===== src/rtl/rdport_pkg.sv =====
package rdport_pkg;
    typedef enum logic [2:0] {
        ST_IDLE,
        ST_T1,
        ST_T2,
        ST_T3,
        ST_TW,
        ST_T4,
        ST_WACK,
        ST_DONE
    } rdp_state_e;
endpackage


===== src/rtl/rdport_ack_sync.sv =====
module rdport_ack_sync #(
    parameter int SYNC_STAGES = 2
) (
    input  logic clk,
    input  logic rst_n,
    input  logic async_in,
    output logic rise
);
    logic [SYNC_STAGES-1:0] sync_q;
    logic                   prev_q;

    generate
        for (genvar i = 0; i < SYNC_STAGES; i++) begin : g_stage
            if (i == 0) begin : g_first
                always_ff @(posedge clk) begin
                    if (!rst_n) sync_q[i] <= 1'b0;
                    else        sync_q[i] <= async_in;
                end
            end else begin : g_next
                always_ff @(posedge clk) begin
                    if (!rst_n) sync_q[i] <= 1'b0;
                    else        sync_q[i] <= sync_q[i-1];
                end
            end
        end
    endgenerate

    always_ff @(posedge clk) begin
        if (!rst_n) prev_q <= 1'b0;
        else        prev_q <= sync_q[SYNC_STAGES-1];
    end

    assign rise = sync_q[SYNC_STAGES-1] & ~prev_q;
endmodule


===== src/rtl/rdport_xfer_cnt.sv =====
module rdport_xfer_cnt #(
    parameter int AW = 16,
    parameter int CW = 16
) (
    input  logic          clk,
    input  logic          rst_n,
    input  logic          load,
    input  logic [AW-1:0] ld_addr,
    input  logic [CW-1:0] ld_count,
    input  logic          step,
    output logic [AW-1:0] addr,
    output logic          last
);
    localparam logic [CW-1:0] CNT_ONE = CW'(1);

    logic [AW-1:0] addr_q;
    logic [CW-1:0] left_q;

    always_ff @(posedge clk) begin
        if (!rst_n) begin
            addr_q <= '0;
            left_q <= '0;
        end else if (load) begin
            addr_q <= ld_addr;
            left_q <= ld_count;
        end else if (step) begin
            addr_q <= addr_q + AW'(1);
            left_q <= left_q - CNT_ONE;
        end
    end

    assign addr = addr_q;
    assign last = (left_q == CNT_ONE);
endmodule


===== src/rtl/rdport_dma_ctrl.sv =====
module rdport_dma_ctrl
    import rdport_pkg::*;
#(
    parameter int AW          = 16,
    parameter int CW          = 16,
    parameter int SYNC_STAGES = 2
) (
    input  logic          clk,
    input  logic          rst_n,
    input  logic          cfg_start,
    input  logic [AW-1:0] cfg_addr,
    input  logic [CW-1:0] cfg_count,
    input  logic          ready,
    input  logic          host_rack,
    output logic [AW-1:0] mem_addr,
    output logic          mem_rd,
    output logic          port_wr,
    output logic          busy,
    output logic          done
);
    rdp_state_e state, nxt;
    logic       ack_rise;
    logic       last;
    logic       load;
    logic       step;

    rdport_ack_sync #(.SYNC_STAGES(SYNC_STAGES)) u_sync (
        .clk      (clk),
        .rst_n    (rst_n),
        .async_in (host_rack),
        .rise     (ack_rise)
    );

    assign load = (state == ST_IDLE) && cfg_start;
    assign step = (state == ST_T4);

    rdport_xfer_cnt #(.AW(AW), .CW(CW)) u_cnt (
        .clk      (clk),
        .rst_n    (rst_n),
        .load     (load),
        .ld_addr  (cfg_addr),
        .ld_count (cfg_count),
        .step     (step),
        .addr     (mem_addr),
        .last     (last)
    );

    always_ff @(posedge clk) begin
        if (!rst_n) state <= ST_IDLE;
        else        state <= nxt;
    end

    always_comb begin
        nxt = state;
        unique case (state)
            ST_IDLE: if (cfg_start) nxt = (cfg_count == '0) ? ST_DONE : ST_T1;
            ST_T1:   nxt = ST_T2;
            ST_T2:   nxt = ST_T3;
            ST_T3:   nxt = ready ? ST_T4 : ST_TW;
            ST_TW:   nxt = ready ? ST_T4 : ST_TW;
            ST_T4:   nxt = last ? ST_DONE : ST_WACK;
            ST_WACK: if (ack_rise) nxt = ST_T1;
            ST_DONE: nxt = ST_IDLE;
            default: nxt = ST_IDLE;
        endcase
    end

    always_comb begin
        mem_rd  = 1'b0;
        port_wr = 1'b0;
        busy    = 1'b1;
        done    = 1'b0;
        unique case (state)
            ST_IDLE: busy = 1'b0;
            ST_T1:   ;
            ST_T2,
            ST_T3,
            ST_TW:   mem_rd = 1'b1;
            ST_T4: begin
                mem_rd  = 1'b1;
                port_wr = 1'b1;
            end
            ST_WACK: ;
            ST_DONE: begin
                busy = 1'b0;
                done = 1'b1;
            end
            default: busy = 1'b0;
        endcase
    end
endmodule


===== config.mk =====
export PLATFORM = sky130hd
export DESIGN_NAME = rdport_dma_ctrl
export DESIGN_NICKNAME = d
export VERILOG_FILES = /design/src/rtl/rdport_pkg.sv /design/src/rtl/rdport_ack_sync.sv /design/src/rtl/rdport_xfer_cnt.sv /design/src/rtl/rdport_dma_ctrl.sv
export SDC_FILE = /design/constraint.sdc
export NUM_CORES = 1
export LEC_CHECK = 0
export BUFFER_PORTS_ARGS = -buffer_cell sky130_fd_sc_hd__clkbuf_2
export CAP_MARGIN = 20
export CORE_ASPECT_RATIO = 0.7
export CORE_UTILIZATION = 55
export DETAILED_ROUTE_END_ITERATION = 10
export PLACE_DENSITY = 0.83
export SLEW_MARGIN = 0
export SYNTH_ARGS = -nofsm -noshare
export SYNTH_HDL_FRONTEND = slang
export SYNTH_SLANG_ARGS = --single-unit
export TNS_END_PERCENT = 10

===== constraint.sdc =====
create_clock -name clk -period 3.5 [get_ports clk]
set_input_delay 0.525 -clock clk [delete_from_list [all_inputs] [get_ports clk]]
set_output_delay 0.525 -clock clk [all_outputs]
set_load 0.05 [all_outputs]

-- After elaboration in Yosys (flattened, before gate mapping)
Index checks and enable logic that the tools add are counted.
- logic and storage cells: 42
- output and inout port bits: 20
- register bits after elaboration: 38
- input bits: 37
- mux-type cells: 14
- equality and inequality tests: 10
- bitwise operators: 2
- $add $sub $neg: 2
- reduce and logical (&&, ||, !) cells: 8
- operators by type and width (kind ; number):
    two-way mux 16 bit ; 4
    one-hot mux 3 bit (7 select lines) ; 1
    adder 16 x 1 -> 16 bit, second input constant ; 1
    == test 16 x 1 -> 1 bit, second input constant ; 1
    logical NOT 16 bit ; 1
    subtractor 16 x 1 -> 16 bit, second input constant ; 1
    == test 3 bit, second input constant ; 4
    two-way mux 3 bit ; 3
    == test 3 x 2 -> 1 bit, second input constant ; 2
    two-way mux 1 bit ; 6
    != test 2 bit, second input constant ; 2
    OR reduction 2 bit ; 2
    OR reduction 4 bit ; 1
    == test 3 x 1 -> 1 bit, second input constant ; 1
    logical NOT 3 bit ; 1
    AND reduction 2 bit ; 1
    nonzero test 2 bit ; 1
    bitwise AND 1 bit ; 1
    logical AND 1 bit ; 1
    inverter 1 bit ; 1

-- Depth between registers and ports, before layout
- depth after elaboration: 4
- gate-level depth with buffers: 7
- gate-level depth less buffers: 7

-- Cells and area by module
A second synthesis with hierarchy kept.
- cell total of the unflattened synthesis: 249
- area, all modules: 2058.2 um^2
- modules (own cells, without submodules) (module ; times used ; area each (um^2) ; cells each ; sequential area each (um^2)):
    rdport_xfer_cnt ; 1 ; 1705.4 ; 204 ; 640.6
    rdport_dma_ctrl ; 1 ; 260.2 ; 38 ; 60.1
    rdport_ack_sync ; 1 ; 92.6 ; 7 ; 60.1

-- Worst setup path after synthesis
Ideal clock, no wire load.
- path type: reg-to-output
- start: reg state[1]
- end: out busy
- path slack: 1.347 ns
- required time: 2.975 ns
- cell stages (with the launch flop): 4
- buffers on the path: 1
- arrival: 1.628 ns
- cells stage by stage: dfxtp_1 > clkbuf_1 > and3_1 > nor2_1
- cells in the longest elaborated chain, start to end: 3
- elaborated cells on any way between the ends: 4
- those cells by class: 1 x eq/ne; 1 x mux; 2 x reduce/logical
- RTL lines (what ; line ; source):
    from (decl) ; rdport_dma_ctrl.sv:21 ; rdp_state_e state, nxt;
    from (signal assigned) ; rdport_dma_ctrl.sv:50 ; else state <= nxt;
    == test 3 bit or logical NOT 3 bit (tied branches) ; rdport_dma_ctrl.sv:73 ; unique case (state)
    OR reduction 2 bit (no line) (*) ; - ;
    two-way mux 1 bit (*) ; rdport_dma_ctrl.sv:73 ;
    to (decl) ; rdport_dma_ctrl.sv:18 ; output logic busy,
Mark *: on every way between the ends. The rest lies on a longest branch, timed or not.

-- Final worst setup path
- start: reg state[2]
- end: out port_wr
- cells in the longest elaborated chain, start to end: 2
- RTL lines (what ; line ; source):
    == test 3 bit ; rdport_dma_ctrl.sv:73 ;
    two-way mux 1 bit ; rdport_dma_ctrl.sv:73 ;
    to (decl) ; rdport_dma_ctrl.sv:17 ; output logic port_wr,
No other way between the ends.

==> flow_summary_export.csv <==
group,metric,value,unit
global_route,gr-usage-all-layers,30.52,%
cts,cts_max_level,2,
finish,drive_above_1_share,23.60,%
cts,cts_hold_buf,0,
cts,insertion_delay,0.29,ns
hold_path,hold_class,"register to register",
global_route,antenna_found_initial,0,
power,ir_worst_vdd,397.6,uV
routing,route.met3.wl,486,um
yosys,synth_edf_count,0,
global_route,grt_max_degree,30,
routing,vias,2335,
finish,layout_common_cells,"clkbuf_2 (56), dfxtp_1 (38), nor2_1 (31)",
hold_path,hp-start,"u_sync.sync_q[0]$_SDFF_PN0_",
worst_setup_path,critPathLaunch,"state[2]$_SDFFE_PN0P_",
routing,firstDrtPassIters,7,
finish,diodes,0,
floorplanning,io_pins,57,
yosys,ys_ff_latch,38,
sta,final_max_slew_viol_count,0,
routing,wl_met1,2715,um
routing,route.detailed.drc,0,
global_route,overflow,0,
routing,met2_length,2610,um
placement,placed_area,2397,sq um
placement,portBuffers,56,
worst_setup_path,criticalPathCategory,"register to primary output",
finish,fillers,308,
yosys,syn-cell-area,2088,sq um
sta,fin_setup_tns,0,ns
worst_setup_path,critPathLaunchType,"register",
sta,worst_pin_slew,0.5521,ns
routing,wl,5874,um
floorplanning,die_x,75.65,um
worst_setup_path,critical_path_required,2.97,ns
yosys,ys.flop_type,"dfxtp_1",
routing,drt.antenna.violating_nets,0,
sta,setup_viol,0,
yosys,synth_cells,270,
cts,clockRootBuffer,"clkbuf_8",
sta,timing.fmax,0.4145,GHz
cts,numCtsBuffers,5,
worst_setup_path,cp.arrival,1.89,ns
cts,clockBufferDepth,2,
sta,skew,0.006513,ns
worst_setup_path,crit_path_max_fanout,24,
placement,hpwl,3953,um
cts,cts_sinks,38,
sta,fin_crit,2.412,ns
floorplanning,die_h,53.56,um
sta,rsz0062_at_grt,"no",
worst_setup_path,critPathCaptureType,"primary output",
finish,mostFrequentLayoutCell,"clkbuf_2",
finish,final_nets,361,
global_route,grt_pass1_wl,9246,um
yosys,async_flop_share,0,%
finish,syn2layout_area_growth,20.01,%
routing,drtIter0Drc,197,
worst_setup_path,rr_startpoint,"state[2]$_SDFFE_PN0P_",
power,power.density,767.2,nW/um^2
flow_run,drv_cap,0,
yosys,yosysWarnings,0,
cts,cts_resized,0,
finish,design_area,2506,sq um
placement,dpl.cell_count,364,
floorplanning,rows,18,
floorplanning,core,3581,sq um
run_status,status,"complete, no violations",
routing,dr.max_layer_used,"met4",
placement,dp_slack,1.072,ns
finish,fin_cells,372,
yosys,synth_nets,310,
routing,wl_per_cell,15.79,um
cts,cts_tree,"built",
floorplanning,initial_utilization,58.32,%
finish,fin_util,69.99,%
sta,slew_headroom,62.91,%
sta,layout_setup_ws,1.088,ns
sta,finalCritPeriodShare,68.92,%
floorplanning,dieArea,4051,sq um
yosys,yosysSeqAreaShare,36.43,%
yosys,synth.avg_cell_area,7.734,sq um
sta,hold_viol_final,0,
power,leakagePower,0.9867,nW
global_route,grt_pass1_vias,1975,
cts,post_cts.repair.setup_buffers,0,
cts,cts.clk_slew.worst_paths,0.08,ns
routing,routed_via_density,6.277,
yosys,ys_types,48,
placement,gp_congestion,0.8633,
## power breakdown
group	switching, mW	internal [mW]	leakage [nW]
Clock	0.159	0.210	0.0579
Combinational	0.584	0.286	0.617
Sequential	0.153	0.530	0.312
Total	0.897	1.03	0.987
## synth_stat cells (all sizes together) (2+ instances only)
| master | n | area [sq um] |
|---|---|---|
| a211oi | 4 | 30.03 |
| a21oi | 29 | 145.1 |
| a221oi | 7 | 61.31 |
| a22oi | 3 | 22.52 |
| a31oi | 6 | 37.54 |
| a32oi | 2 | 17.52 |
| and2 | 4 | 25.02 |
| and3 | 3 | 18.77 |
| and4 | 3 | 26.28 |
| buf | 2 | 10.01 |
| clkbuf | 12 | 45.04 |
| dfxtp | 38 | 760.7 |
| ha | 3 | 37.54 |
| inv | 8 | 30.03 |
| nand2 | 20 | 75.07 |
| nand2b | 2 | 12.51 |
| nand3 | 13 | 65.06 |
| nand3b | 2 | 15.01 |
| nand4 | 2 | 12.51 |
| nor2 | 31 | 116.4 |
| nor3 | 14 | 70.07 |
| nor3b | 2 | 15.01 |
| nor4 | 9 | 62.56 |
| o211ai | 5 | 37.54 |
| o21a | 2 | 15.01 |
| o21ai | 16 | 80.08 |
| o311ai | 5 | 43.79 |
| or3 | 3 | 23.77 |
| or4 | 2 | 18.77 |
| or4b | 2 | 20.02 |
| xnor2 | 3 | 26.28 |
| xor2 | 2 | 17.52 |
## per-layer routing
metal  track usage, %  vias to the layer above
met1            42.32                     1068
met3            6.554                       10
li1                 -                     1129
met2            47.77                      128
met5                0                        -
met4            9.259                        0
## flip-flops by register name (all words and copies together), names as in the netlist
signal	flops
u_sync.prev_q	1
u_sync.sync_q	2
u_cnt.addr	16
u_cnt.left_q	16
state	3
## worst max-delay path: stages, from the launching register on
cell and delay (ns):
dfxtp_1 0.59, nand3b_1 0.13, buf_4 0.24, inv_2 0.30, clkbuf_2 0.34
## logic make-up after synthesis
logic type,count (synthesis),share of synthesized area (%)
and+or+nand+nor,114,28.34
AOI/OAI and AO/OA,87,26.78
DFF,38,36.43
buffers and inverters,22,4.074
xor gates and xnor gates,5,2.097
adders and majority gates,3,1.798
muxes,1,0.4793
## path summary, 6_finish.rpt
path                                                    end  slack, ns  cells after the start
worst max-delay path                                port_wr       1.09                      4
worst min-delay path            u_sync.sync_q[1]$_SDFF_PN0_       0.44                      1
worst max register to register  u_cnt.addr[11]$_SDFFE_PN0P_       1.10                      5
worst min register to register  u_sync.sync_q[1]$_SDFF_PN0_       0.44                      1
## per-stage QoR
| stage | total power, mW | hold WS [ns] |
|---|---|---|
| floorplan | 1.325 | 0.4119 |
| detailed placement | 1.534 | 0.4188 |
| CTS | 1.904 | 0.4395 |
| global placement | 1.512 | 0.4143 |
| finish | 1.923 | 0.4401 |
| global route | 2.041 | 0.4368 |
## layout make-up
cell class,instances,area (sq um),area share [%]
tap,50,62.56,2.496
inverter,8,30.03,1.198
clock inverter,3,40.04,1.598
clock buffer,5,68.82,2.746
sequential,38,760.7,30.35
timing repair buffer,58,295.3,11.78
multi-input combinational,210,1249,49.83
Note: power is estimated with default switching activity, not from simulation.
